===== src/rtl/extMuxSeqPkg.sv =====
package extMuxSeqPkg;

  typedef enum logic [1:0] {
    SQ_IDLE,
    SQ_SETTLE,
    SQ_FIRE,
    SQ_WAIT
  } seqState_t;

  // strobes from control to datapath
  typedef struct packed {
    logic load;   // capture channel decode and delay
    logic count;  // advance settling counter
    logic clear;  // return address and group select to zero
  } seqStrobe_t;

endpackage


===== src/rtl/extMuxSeqDp.sv =====
module extMuxSeqDp
  import extMuxSeqPkg::*;
#(
  parameter int CHAN_W   = 7,
  parameter int ADDR_W   = 3,
  parameter int DLY_W    = 8,
  parameter int NUM_GRP  = 4,
  parameter int EXT_BASE = 64
) (
  input  logic               clk,
  input  logic               rstN,
  input  logic [CHAN_W-1:0]  reqChan,
  input  logic [DLY_W-1:0]   settleDly,
  input  seqStrobe_t         strb,
  output logic               isExt,
  output logic               cntDone,
  output logic [ADDR_W-1:0]  muxAddr,
  output logic [NUM_GRP-1:0] grpSel
);

  localparam int GRP_W    = $clog2(NUM_GRP);
  localparam int OFF_W    = ADDR_W + GRP_W;
  localparam int EXT_SPAN = NUM_GRP << ADDR_W;
  localparam int TAG_W    = CHAN_W - OFF_W;
  // EXT_BASE must be a multiple of EXT_SPAN, so the range decode is a tag compare
  localparam logic [TAG_W-1:0] EXT_TAG = TAG_W'(EXT_BASE / EXT_SPAN);

  logic [NUM_GRP-1:0] grpNext;
  logic [DLY_W-1:0]   dlyReg;
  logic [DLY_W-1:0]   cnt;

  assign isExt = (reqChan[CHAN_W-1:OFF_W] == EXT_TAG);

  for (genvar g = 0; g < NUM_GRP; g++) begin : gGrpDec
    assign grpNext[g] = isExt && (reqChan[OFF_W-1:ADDR_W] == GRP_W'(g));
  end

  always_ff @(posedge clk or negedge rstN) begin
    if (!rstN) begin
      muxAddr <= '0;
      grpSel  <= '0;
      dlyReg  <= '0;
      cnt     <= '0;
    end else begin
      if (strb.load) begin
        muxAddr <= isExt ? reqChan[ADDR_W-1:0] : '0;
        grpSel  <= grpNext;
        dlyReg  <= settleDly;
        cnt     <= '0;
      end else begin
        if (strb.count) cnt <= cnt + 1'b1;
        if (strb.clear) begin
          muxAddr <= '0;
          grpSel  <= '0;
        end
      end
    end
  end

  assign cntDone = (cnt == dlyReg);

endmodule


===== src/rtl/extMuxSeqCtrl.sv =====
module extMuxSeqCtrl
  import extMuxSeqPkg::*;
(
  input  logic       clk,
  input  logic       rstN,
  input  logic       reqValid,
  input  logic       isExt,
  input  logic       cntDone,
  input  logic       eocIn,
  output seqStrobe_t strb,
  output logic       busy,
  output logic       socPulse
);

  seqState_t state, stateNext;

  always_comb begin
    stateNext = state;
    strb      = '0;
    unique case (state)
      SQ_IDLE: begin
        if (reqValid) begin
          strb.load = 1'b1;
          stateNext = isExt ? SQ_SETTLE : SQ_FIRE;
        end
      end
      SQ_SETTLE: begin
        if (cntDone) stateNext  = SQ_FIRE;
        else         strb.count = 1'b1;
      end
      SQ_FIRE: begin
        strb.clear = 1'b1;
        stateNext  = SQ_WAIT;
      end
      SQ_WAIT: begin
        if (eocIn) stateNext = SQ_IDLE;
      end
      default: stateNext = SQ_IDLE;
    endcase
  end

  always_ff @(posedge clk or negedge rstN) begin
    if (!rstN) state <= SQ_IDLE;
    else       state <= stateNext;
  end

  assign busy     = (state != SQ_IDLE);
  assign socPulse = (state == SQ_FIRE);

endmodule


===== src/rtl/extMuxSeq.sv =====
module extMuxSeq
  import extMuxSeqPkg::*;
#(
  parameter int CHAN_W   = 7,
  parameter int ADDR_W   = 3,
  parameter int DLY_W    = 8,
  parameter int NUM_GRP  = 4,
  parameter int EXT_BASE = 64
) (
  input  logic               clk,
  input  logic               rstN,
  input  logic               reqValid,
  input  logic [CHAN_W-1:0]  reqChan,
  input  logic [DLY_W-1:0]   settleDly,
  input  logic               eocIn,
  output logic               busy,
  output logic [ADDR_W-1:0]  muxAddr,
  output logic [NUM_GRP-1:0] grpSel,
  output logic               socPulse
);

  seqStrobe_t strb;
  logic       isExt;
  logic       cntDone;

  extMuxSeqCtrl uCtrl (
    .clk      (clk),
    .rstN     (rstN),
    .reqValid (reqValid),
    .isExt    (isExt),
    .cntDone  (cntDone),
    .eocIn    (eocIn),
    .strb     (strb),
    .busy     (busy),
    .socPulse (socPulse)
  );

  extMuxSeqDp #(
    .CHAN_W   (CHAN_W),
    .ADDR_W   (ADDR_W),
    .DLY_W    (DLY_W),
    .NUM_GRP  (NUM_GRP),
    .EXT_BASE (EXT_BASE)
  ) uDp (
    .clk       (clk),
    .rstN      (rstN),
    .reqChan   (reqChan),
    .settleDly (settleDly),
    .strb      (strb),
    .isExt     (isExt),
    .cntDone   (cntDone),
    .muxAddr   (muxAddr),
    .grpSel    (grpSel)
  );

endmodule


===== config.mk =====
export PLATFORM = sky130hd
export DESIGN_NAME = extMuxSeq
export DESIGN_NICKNAME = d
export VERILOG_FILES = /design/src/rtl/extMuxSeqPkg.sv /design/src/rtl/extMuxSeqDp.sv /design/src/rtl/extMuxSeqCtrl.sv /design/src/rtl/extMuxSeq.sv
export SDC_FILE = /design/constraint.sdc
export NUM_CORES = 1
export LEC_CHECK = 0
export BUFFER_PORTS_ARGS = -buffer_cell sky130_fd_sc_hd__buf_2
export CAP_MARGIN = 30
export CORE_UTILIZATION = 50
export DETAILED_ROUTE_END_ITERATION = 10
export GPL_ROUTABILITY_DRIVEN = 0
export GPL_TIMING_DRIVEN = 0
export PLACE_DENSITY = 0.78
export SLEW_MARGIN = 5
export SYNTH_ARGS = -nofsm -noshare
export SYNTH_HDL_FRONTEND = slang
export SYNTH_SLANG_ARGS = --single-unit

===== constraint.sdc =====
create_clock -name clk -period 2 [get_ports clk]
set_clock_uncertainty 0.05 [all_clocks]
set_input_delay 0.3 -clock clk [delete_from_list [all_inputs] [get_ports clk]]
set_output_delay 0.3 -clock clk [all_outputs]
set_load 0.01 [all_outputs]

==> results of run 1 <==
-- worst paths after layout --
| path | start | end | slack, ns | depth (start not counted) |
|---|---|---|---|---|
| min reg2reg | uDp.dlyReg[1]$_DFFE_PN0P_ | uDp.dlyReg[1]$_DFFE_PN0P_ | 0.47 | 2 |
| max | uDp.cnt[3]$_DFFE_PN0P_ | uDp.cnt[7]$_DFFE_PN0P_ | 0.08 | 5 |
| max reg2reg | uDp.cnt[3]$_DFFE_PN0P_ | uDp.cnt[7]$_DFFE_PN0P_ | 0.08 | 5 |
| min in group asynchronous | rstN | uDp.cnt[7]$_DFFE_PN0P_ | 0.44 | 2 |
| min | settleDly[7] | uDp.dlyReg[7]$_DFFE_PN0P_ | 0.12 | 3 |
| max in group asynchronous | rstN | uCtrl.state[0]$_DFFE_PN0P_ | 1.10 | 2 |
-- worst min-delay path, stage by stage --
cell and delay (ns):
buf_2 0.07, nand2_1 0.04, nand2_1 0.05
-- registers in the layout, summed over array words and instances (netlist names) --
signal       count
uDp.cnt          8
uDp.dlyReg       8
uCtrl.state      2
uDp.grpSel       4
uDp.muxAddr      3
-- repair_timing --
item                                   in CTS  in global routing
hold buffers                                1                  0
setup endpoints to repair                   0                 10
gates resized for setup                     0                  2
endpoints found under the hold margin      25                  0
-- power by group --
group	internal, mW	switching [mW]	leakage (nW)	total (mW)
combinational	0.287	0.421	0.443	0.707
clock	0.0747	0.151	0.0177	0.226
sequential	0.641	0.118	0.330	0.759
total	1.00	0.690	0.790	1.69
-- area by class of cell --
cell class / instances / area share [%]
plain buffers: 3 / 0.8417
clock buffers: 3 / 1.515
clock inverters: 1 / 0.3367
inverters: 7 / 1.768
multi-input cells: 95 / 41.33
flip-flops and latches: 25 / 42.09
well taps: 28 / 2.357
repair buffers: 28 / 9.764
-- cell families (layout without fill, tap and decap cells) --
| group | count (synthesis) | after routing |
|---|---|---|
| adder cells (fa/ha/maj) | 6 | 6 |
| XOR/XNOR | 11 | 11 |
| multiplexers | 3 | 3 |
| AND/OR/NAND/NOR | 53 | 53 |
| buffers and inverters | 10 | 42 |
| flip-flops | 25 | 25 |
| AO/OA/AOI/OAI | 22 | 22 |
-- stage by stage --
step / power, mW / hold slack, ns / instance area, um^2
finish: 1.692 / 0.1158 / 1486
global route: 1.837 / 0.1142 / 1486
CTS: 1.705 / 0.1107 / 1485
detailed placement: 1.476 / 0.2731 / 1448
global placement: 1.431 / 0.2664 / 1448
floorplan: 1.273 / -0.04559 / 1277
-- metal layers --
metal,up-vias,wire length [um]
met5,-,0
met4,0,40
met3,6,78
met2,25,1342
met1,481,1176
li1,507,-
-- cell usage after synthesis (all sizes together) --
library cell	count	area, um^2
a21bo	1	10.01
a21boi	1	7.510
a21o	1	7.510
a21oi	5	28.78
a31oi	2	12.51
a32o	3	30.03
a41o	1	10.01
and2	2	12.51
and3	2	12.51
and4	1	8.760
clkbuf	3	11.26
dfrtp	25	625.6
ha	6	75.07
inv	7	26.28
mux2i	3	30.03
nand2	32	120.1
nand2b	1	6.260
nand3	6	30.03
nand4	1	6.260
nor2	4	15.01
nor2b	1	6.260
nor4	2	25.02
o21a	1	7.510
o21ai	4	20.02
o221ai	1	15.01
o31ai	2	15.01
or3	1	6.260
xnor2	3	26.28
xor2	8	70.07
==> key figures, run 1 <==
Setup path
  • CP Capture Type: register
  • Crit-path slowest cell: dfrtp_1
  • Peak per-stage delay on the critical path: 0.49 ns
  • CP Launch Type: register
  • Setup CP Type: reg2reg
  • Crit-path cells: xor2_1 -> nor4_2 -> a21oi_2 -> and4_1 -> o21a_1
  • CP top delay family: simple AND/OR/NAND/NOR gates
  • CP Buf/Inv Count: 0
  • Worst EP required: 2.17 ns
  • Data arrival time of the worst path: 2.09 ns
  • Crit path max fanout: 6

Clock tree
  • CTS Buffer Depth: 2
  • Clk sink count: 25
  • Clock transition at path regs: 0.14 ns
  • CTS tree: built
  • Clock Latency Late Sink: 0.31 ns
  • CTS Buf Count: 3
  • Root buf cell: clkbuf_4
  • H-tree depth: 1
  • Post-CTS Setup Repair Bufs: 0

Placement
  • Port bufs: 27
  • Post-Place Worst Slack: 0.1030 ns
  • HPWL after detailed placement: 1999 um
  • Placed Cells: 185

Global routing
  • Global route overflow: 0
  • Met1 usage: 27.41%
  • Vias in the first global route: 1069
  • Antenna violations before repair: 0
  • Largest net degree at the start of global routing: 26
  • GR peak layer: met2
  • Met2 usage: 39.45%
  • Gr usage total: 22.47%
  • First-pass GRT wire length: 4450 um
  • M3 GR Usage: 2.609%

Drt
  • Final WL: 2637 um
  • DR DRC count: 0
  • Vias per cell: 5.363
  • Vias: 1019
  • Post-DRT Antenna Nets: 0
  • Initial DRC count: 11
  • DR pass1 iterations: 6
  • Drt wl/cell: 13.88 um

Yosys
  • Post-synthesis simple-gate area fraction: 19.49%
  • Synth Area in XOR/XNOR: 7.542%
  • Cell variety after synth: 30
  • Syn nets: 155
  • Sequential share of the synthesized area: 48.97%
  • Largest family of logic cells by synthesized area: simple AND/OR/NAND/NOR gates
  • Synth Area in Compound Gates: 12.83%
  • Post-synthesis mux area share: 2.351%
  • Synth Area in Adders: 5.877%
  • Post-Synthesis Cells: 130
  • Post-Synthesis Cell Area: 0.001277 mm^2
  • Mapped Avg Cell Area: 9.827 um^2
  • Register bit total from synthesis: 25
  • Syn. warnings: 0

Floorplanning
  • Initial core utilization: 55.10%
  • Row count: 17
  • Die X-Extent: 52.55 um
  • Num ports: 28
  • Die height: 52.55 um
  • Die area: 0.002761 mm^2
  • Core Area: 0.002318 mm^2

STA
  • Final Max Slew Viols: 0
  • Min Tclk post-route: 1.920 ns
  • FMAX: 520.9 MHz
  • Setup_tns: 0 ns
  • Worst setup margin: 0.08041 ns
  • Worst-Margin Slew: 0.5571 ns
  • Setup violators final: 0
  • Period Utilization, post-route: 95.98%
  • Slew HR: 62.86%
  • RSZ-0062 raised after global routing: false
  • Final Hold Viols: 0

Finish
  • Post-layout util: 64.11%
  • Highest-count cells in the layout ignoring fill and taps: nand2_1 (32), buf_2 (27), dfrtp_1 (25), xor2_1 (8), inv_1 (7)
  • Diode count: 0
  • Area of the multi-input gates: 614.3 um^2
  • Number of fillers in the final layout: 206
  • Area growth, synth to finish: 16.36%
  • Final net count: 188
  • Most common cell after layout, fill and taps aside: nand2_1
  • Non-Filler Instances: 190
  • Share of cells above drive strength 1: 22.22%
  • Seq. cell area: 625.6 um^2

Pwr
  • Pleak: 0.7904 nW
  • VDD IR max: 780.0 uV
  • PD cells: 1138 mW/mm^2

Outcome
  • Outcome: completed

Hold path
  • Tightest Hold Check Type: in2reg

Job
  • Max-Cap Viols: 0
No activity file was read; power rests on OpenSTA's default activity.
==> inputs of run 2 (changes only) <==
Settings changed: SYNTH_HIERARCHICAL set to 1.
==> run 2 against run 1 <==
Effect of this change: final cell count fell by 12%; sequential cell count did not move; critical endpoint is now uDp/cnt[7]$_DFFE_PN0P_; via count fell by 11%; critical path depth rose by 4; synthesized area fell by 0.88%; core utilization rose by 0.54 points; largest power group unchanged; design area barely moved; global-route usage fell by 3.7 points; power rose by 5.4%.
==> key figures, run 2 <==
Outcome
  • Outcome: completed (unchanged)

Finish
  • Post-layout util: 64.65% (was 64.11%)
  • Diode count: 0 (unchanged)
  • Largest registers: uDp/cnt (8), uDp/dlyReg (8), uDp/grpSel (4) (was uDp.cnt (8), uDp.dlyReg (8), uDp.grpSel (4))
  • Area growth, synth to finish: 17.29% (was 16.36%)
  • Most common cell after layout, fill and taps aside: buf_2 (was nand2_1)
  • Final net count: 166 (was 188)
  • Share of cells above drive strength 1: 34.29% (was 22.22%)
  • Highest-count cells in the layout ignoring fill and taps: buf_2 (28), dfrtp_1 (25), xnor2_1 (9), mux2_2 (8), nor2_1 (7) (was nand2_1 (32), buf_2 (27), dfrtp_1 (25), xor2_1 (8), inv_1 (7))

Hold path
  • Tightest Hold Check Type: in2reg (unchanged)

Clock tree
  • CTS tree: built (unchanged)
  • CTS Buf Count: 3 (unchanged)
  • H-tree depth: 1 (unchanged)
  • Clock transition at path regs: 0.13 ns (was 0.14 ns)
  • Post-CTS Setup Repair Bufs: 0 (unchanged)
  • CTS Buffer Depth: 2 (unchanged)
  • Clock Latency Late Sink: 0.32 ns (was 0.31 ns)
  • Root buf cell: clkbuf_4 (unchanged)
  • Clk sink count: 25 (unchanged)

Yosys
  • Primary FF master, synth: dfrtp_1 (unchanged)
  • Post-Synthesis Cells: 108 (was 130)
  • Register bit total from synthesis: 25 (unchanged)
  • Post-synth top cells: dfrtp_1 (25), xnor2_1 (9), mux2_2 (8), nor2_1 (8) (was nand2_1 (32), dfrtp_1 (25), xor2_1 (8))
  • Sequential share of the synthesized area: 49.41% (was 48.97%)
  • Syn nets: 133 (was 155)
  • Asr flop ratio synth: 100.0% (unchanged)
  • Mapped Avg Cell Area: 11.72 um^2 (was 9.827 um^2)
  • Count leader, synth: dfrtp_1 (was nand2_1)
  • EDFF count, synth: 0 (unchanged)
  • Post-Synthesis Cell Area: 0.001266 mm^2 (was 0.001277 mm^2)
  • Cell variety after synth: 23 (was 30)
  • Largest area contributor in the netlist: dfrtp_1 (unchanged)
  • Yosys top cell area share: 49.41% (was 48.97%)
  • Top cells by area, synth: dfrtp_1 (49%), mux2_2 (7.1%), xnor2_1 (6.2%) (was dfrtp_1 (49%), nand2_1 (9.4%), ha_1 (5.9%))
  • Syn. warnings: 6 (was 0)

Global routing
  • First-pass GRT wire length: 3629 um (was 4450 um)
  • Global route overflow: 0 (unchanged)
  • Vias in the first global route: 832 (was 1069)
  • Largest net degree at the start of global routing: 26 (unchanged)
  • Antenna violations before repair: 0 (unchanged)
  • Gr usage total: 18.77% (was 22.47%)

Setup path
  • Data arrival time of the worst path: 2.09 ns (about the same)
  • Crit path max fanout: 7 (was 6)
  • Crit-path cells: buf_2 -> xnor2_1 -> nand4_1 -> nor2_1 -> nor2b_4 -> buf_4 -> nand4_1 -> or3_1 -> a21oi_1 (was xor2_1 -> nor4_2 -> a21oi_2 -> and4_1 -> o21a_1)
  • Setup CP Type: reg2reg (unchanged)
  • Worst EP required: 2.21 ns (was 2.17 ns)
  • CP top delay family: simple AND/OR/NAND/NOR gates (unchanged)
  • Top cell by count, worst path: nand4_1
  • CP Launch Type: register (unchanged)
  • CP Capture Type: register (unchanged)
  • Peak per-stage delay on the critical path: 0.38 ns (was 0.49 ns)
  • CP Buf/Inv Count: 2 (was 0)
  • Crit-path slowest cell: dfrtp_1 (unchanged)

Pwr
  • Tot Pwr: 1.784 mW (was 1.692 mW)
  • Pleak: 0.7177 nW (was 0.7904 nW)
  • VDD IR max: 804.6 uV (was 780.0 uV)
  • PD cells: 1201 mW/mm^2 (was 1138 mW/mm^2)

Floorplanning
  • Initial core utilization: 55.12% (was 55.10%)
  • Die X-Extent: 52.33 um (was 52.55 um)
  • Die height: 52.33 um (was 52.55 um)
  • Num ports: 28 (unchanged)
  • Core Area: 0.002297 mm^2 (was 0.002318 mm^2)
  • Die area: 0.002738 mm^2 (was 0.002761 mm^2)
  • Row count: 17 (unchanged)

Job
  • Max-Cap Viols: 0 (unchanged)

STA
  • FMAX: 533.5 MHz (was 520.9 MHz)
  • Period Utilization, post-route: 93.72% (was 95.98%)
  • Min Tclk post-route: 1.874 ns (was 1.920 ns)
  • RSZ-0062 raised after global routing: false (unchanged)
  • Final Max Slew Viols: 0 (unchanged)
  • Setup_tns: 0 ns (unchanged)
  • Final Hold Viols: 0 (unchanged)
  • Setup violators final: 0 (unchanged)
  • Slew HR: 64.23% (was 62.86%)
  • Worst-Margin Slew: 0.5365 ns (was 0.5571 ns)

Drt
  • Drt wl/cell: 13.14 um (was 13.88 um)
  • Vias per cell: 5.393 (was 5.363)
  • Final WL: 2208 um (was 2637 um)
  • Vias: 906 (was 1019)
  • DR DRC count: 0 (unchanged)
  • DR pass1 iterations: 2 (was 6)
  • Post-DRT Antenna Nets: 0 (unchanged)
  • Initial DRC count: 17 (was 11)

Placement
  • HPWL after detailed placement: 1711 um (was 1999 um)
  • Port bufs: 27 (unchanged)
[run 2: changes by cell type after synthesis, moves of 3 or more]
cell | before | now
nand4_1 | 1 | 6
nand3_1 | 6 | 2
xnor2_1 | 3 | 9
nor2_1 | 4 | 8
buf_2 | 0 | 3
nand2_1 | 32 | 3
xor2_1 | 8 | 3
mux2_2 | 0 | 8
[run 2: cells by family after synthesis]
family,after synthesis,share of synthesized area (%)
AOI/OAI and AO/OA,13,9.091
xor gates and xnor gates,12,8.301
adders and majority gates,6,5.929
buffers and inverters,12,4.150
DFF,25,49.41
muxes,13,11.07
and+or+nand+nor,27,12.06
[run 2: cell type report]
cell class,instances,area [um^2]
plain buffers,6,36.28
clock buffers,3,22.52
clock inverters,1,7.507
fillers,201,812.0
inverters,6,22.52
multi-input cells,71,590.6
flip-flops and latches,25,625.6
well taps,28,35.03
repair buffers,28,145.1
[run 2: timing repair]
action | in CTS | in global routing
endpoints found under the setup margin | 4 | 17
hold buffers | 1 | 0
resized for setup | 1 | 5
hold endpoints to repair | 25 | 0
[run 2: metrics by stage]
stage          hold slack (ns)  setup WS [ns]  instance area, um^2  instances
2_1_floorplan         -0.04559         0.2399                 1266        108
3_3_place_gp            0.2570        0.08912                 1436        163
3_5_place_dp            0.2607        0.01290                 1436        163
4_1_cts                 0.1343        0.04652                 1479        168
5_1_grt                 0.1398       0.007793                 1485        168
6_report                0.1466         0.1255                 1485        168
[run 2: path summary, 6_finish.rpt]
kind | start | to | slack [ns] | cells past startpoint
setup / recovery | uDp/cnt[2]$_DFFE_PN0P_ | uDp/cnt[7]$_DFFE_PN0P_ | 0.13 | 9
hold / removal | settleDly[1] | uDp/dlyReg[1]$_DFFE_PN0P_ | 0.15 | 2
setup reg to reg | uDp/cnt[2]$_DFFE_PN0P_ | uDp/cnt[7]$_DFFE_PN0P_ | 0.13 | 9
hold reg to reg | uDp/grpSel[3]$_DFFE_PN0P_ | uDp/grpSel[3]$_DFFE_PN0P_ | 0.44 | 2
max in group asynchronous | rstN | uDp/dlyReg[3]$_DFFE_PN0P_ | 1.12 | 2
min in group asynchronous | rstN | uDp/dlyReg[2]$_DFFE_PN0P_ | 0.43 | 2
[run 2: per-layer routing]
layer	global-route usage [%]	part of all wire, %	vias up
met5	0	0	-
met4	10.53	2.1	0
met3	1.739	2.1	5
met2	31.43	50	14
met1	23.62	45	442
li1	-	-	445
[run 2: report_power, final]
part | internal, mW | switching (mW) | total (mW)
registers | 0.655 | 0.129 | 0.784
clock network | 0.0765 | 0.148 | 0.225
logic | 0.403 | 0.372 | 0.775
==> inputs of run 3 (changes only) <==
Settings changed: GPL_TIMING_DRIVEN 0 to unset, RECOVER_POWER set to 100.
==> run 3 against run 2 <==
Effect of this change: global-route usage grew 1.6 points; first-iteration DRC count up 29%; wire length grew 12%; final cell count fell by 1.8%; largest cell class unchanged.
==> key figures, run 3 (synthesis results as in run 2) <==
Outcome
  • Outcome: completed (unchanged)

Clock tree
  • Clk sink count: 25 (unchanged)
  • Root buf cell: clkbuf_4 (unchanged)
  • H-tree depth: 1 (unchanged)
  • CTS tree: built (unchanged)
  • Clock transition at path regs: 0.14 ns (was 0.13 ns)
  • CTS Buf Count: 3 (unchanged)
  • CTS Buffer Depth: 2 (unchanged)
  • Post-CTS Hold Buffers: 1 (unchanged)
  • Post-CTS Setup Repair Bufs: 0 (unchanged)
  • Clock Latency Late Sink: 0.33 ns (was 0.32 ns)
  • Post-cts sizing count: 0 (was 1)

Setup path
  • CP Launch Type: register (unchanged)
  • Setup CP Type: reg2reg (unchanged)
  • Worst EP required: 2.20 ns (was 2.21 ns)
  • Reg-to-Reg Start: uDp/cnt[4]$_DFFE_PN0P_ (was uDp/cnt[2]$_DFFE_PN0P_)
  • CP Buf/Inv Count: 0 (was 2)
  • CP Capture Type: register (unchanged)
  • R2R setup slack: 0.19 ns (was 0.13 ns)
  • Crit path max fanout: 8 (was 7)
  • Crit-path slowest cell: dfrtp_1 (unchanged)
  • CP top delay family: flip-flops (was simple AND/OR/NAND/NOR gates)
  • Peak per-stage delay on the critical path: 0.46 ns (was 0.38 ns)
  • Worst reg-to-reg path cell count: 6 (was 9)
  • Data arrival time of the worst path: 2.00 ns (was 2.09 ns)
  • Crit-path cells: xnor2_1 -> nand4_1 -> nor2_1 -> nor2b_4 -> a221oi_2 -> mux2i_1 (was buf_2 -> xnor2_1 -> nand4_1 -> nor2_1 -> nor2b_4 -> buf_4 -> nand4_1 -> or3_1 -> a21oi_1)
  • Worst r2r dst: uCtrl/state[0]$_DFFE_PN0P_ (was uDp/cnt[7]$_DFFE_PN0P_)

Hold path
  • Tightest Hold Check Type: in2reg (unchanged)
  • Hold-critical path depth: 2 (unchanged)
  • Hold-critical path endpoint: uDp/dlyReg[5]$_DFFE_PN0P_ (was uDp/dlyReg[1]$_DFFE_PN0P_)
  • Hold_sp: settleDly[5] (was settleDly[1])

Global routing
  • Gr usage total: 20.42% (was 18.77%)
  • M3 GR Usage: 3.478% (was 1.739%)
  • Met2 usage: 34.39% (was 31.43%)
  • Met1 usage: 25.33% (was 23.62%)
  • Global route overflow: 0 (unchanged)
  • Antenna violations before repair: 0 (unchanged)
  • Largest net degree at the start of global routing: 26 (unchanged)
  • First-pass GRT wire length: 3919 um (was 3629 um)
  • GR peak layer: met2 (unchanged)
  • Vias in the first global route: 883 (was 832)

Drt
  • Vias per cell: 5.521 (was 5.393)
  • DR pass1 iterations: 4 (was 2)
  • Final WL: 2466 um (was 2208 um)
  • Vias: 911 (was 906)
  • Drt wl/cell: 14.95 um (was 13.14 um)
  • DR DRC count: 0 (unchanged)
  • Post-DRT Antenna Nets: 0 (unchanged)
  • Initial DRC count: 22 (was 17)

Pwr
  • Pleak: 0.6705 nW (was 0.7177 nW)
  • PD cells: 1224 mW/mm^2 (was 1201 mW/mm^2)
  • VDD IR max: 837.4 uV (was 804.6 uV)

Finish
  • Area growth, synth to finish: 15.12% (was 17.29%)
  • Final net count: 163 (was 166)
  • Highest-count cells in the layout ignoring fill and taps: dfrtp_1 (25), buf_2 (17), clkbuf_1 (10), xnor2_1 (9) (was buf_2 (28), dfrtp_1 (25), xnor2_1 (9), mux2_2 (8), nor2_1 (7))
  • Share of cells above drive strength 1: 25.55% (was 34.29%)
  • Most common cell after layout, fill and taps aside: dfrtp_1 (was buf_2)
  • Area of the multi-input gates: 576.8 um^2 (was 590.6 um^2)
  • Number of fillers in the final layout: 201 (unchanged)
  • Seq. cell area: 625.6 um^2 (unchanged)
  • Diode count: 0 (unchanged)
  • Largest registers: uDp/cnt (8), uDp/dlyReg (8), uDp/grpSel (4) (unchanged)

STA
  • RSZ-0062 raised after global routing: false (unchanged)
  • Period Utilization, post-route: 90.30% (was 93.72%)
  • Setup violators final: 0 (unchanged)
  • Min Tclk post-route: 1.806 ns (was 1.874 ns)
  • Worst-Margin Slew: 1.297 ns (was 0.5365 ns)
  • FMAX: 553.7 MHz (was 533.5 MHz)
  • Worst Hold Slack: 0.1456 ns (was 0.1466 ns)
  • Setup_tns: 0 ns (unchanged)
  • Final Hold Viols: 0 (unchanged)
  • Final Max Slew Viols: 0 (unchanged)
  • Slew HR: 13.51% (was 64.23%)

Floorplanning
  • Die height: 52.33 um (unchanged)
  • Core Area: 0.002297 mm^2 (unchanged)
  • Die area: 0.002738 mm^2 (unchanged)
  • Initial core utilization: 55.12% (unchanged)
  • Row count: 17 (unchanged)
  • Num ports: 28 (unchanged)
  • Die X-Extent: 52.33 um (unchanged)

Placement
  • Port bufs: 27 (unchanged)
  • HPWL after detailed placement: 1837 um (was 1711 um)

Job
  • Max-Cap Viols: 0 (unchanged)
==> run 3: cell types whose count changed in the layout (fill, tap and decap cells not counted), sizes merged <==
| cell | before | now |
|---|---|---|
| buf | 31 | 20 |
| clkbuf | 5 | 13 |
==> run 3: how the worst max path moves through the flow <==
stage | depth (start not counted) | endpoint | startpoint | slack (ns)
4_1_cts | 7 | uDp/cnt[6]$_DFFE_PN0P_ | uDp/cnt[0]$_DFFE_PN0P_ | 0.21
5_1_grt | 8 | uDp/grpSel[3]$_DFFE_PN0P_ | uCtrl/state[0]$_DFFE_PN0P_ | 0.05
3_5_place_dp | 7 | uDp/muxAddr[1]$_DFFE_PN0P_ | uCtrl/state[0]$_DFFE_PN0P_ | 0.22
6_report | 6 | uCtrl/state[0]$_DFFE_PN0P_ | uDp/cnt[4]$_DFFE_PN0P_ | 0.19
3_3_place_gp | 7 | uDp/muxAddr[0]$_DFFE_PN0P_ | uCtrl/state[0]$_DFFE_PN0P_ | 0.30
2_1_floorplan | 6 | uDp/dlyReg[0]$_DFFE_PN0P_ | uCtrl/state[0]$_DFFE_PN0P_ | 0.24
==> run 3: area by class of cell <==
type                            instances  area share, %
Multi-Input combinational cell         71          39.57
Inverter                                6          1.545
Clock inverter                          1         0.5150
Tap cell                               28          2.403
Clock buffer                            3          1.545
Sequential cell                        25          42.92
Timing Repair Buffer                   31          11.50
==> run 3: layer usage <==
layer / part of all wire, % / routed length [um] / up-vias
met5: 0 / 0 / -
met4: 1.0 / 25 / 0
met3: 4.8 / 119 / 4
met2: 51 / 1252 / 42
met1: 43 / 1068 / 430
li1: - / - / 435
==> run 3: where the power goes <==
group | total [mW] | leakage, nW | switching, mW | internal, mW
sequential | 0.785 | 0.324 | 0.129 | 0.656
clock | 0.229 | 0.0139 | 0.152 | 0.0765
combinational | 0.770 | 0.332 | 0.385 | 0.385
total | 1.78 | 0.670 | 0.666 | 1.12
==> run 3: metrics by stage <==
| step | utilization (%) | cell area, um^2 | instances | power, mW | setup WS, ns |
|---|---|---|---|---|---|
| floorplan | - | 1266 | 108 | 1.367 | 0.2399 |
| global placement | 62.75 | 1441 | 160 | 1.541 | 0.3010 |
| detailed placement | 62.75 | 1441 | 160 | 1.599 | 0.2201 |
| CTS | 64.49 | 1481 | 165 | 1.836 | 0.2080 |
| global route | 63.45 | 1458 | 165 | 1.901 | 0.04676 |
| finish | 63.45 | 1458 | 165 | 1.784 | 0.1941 |
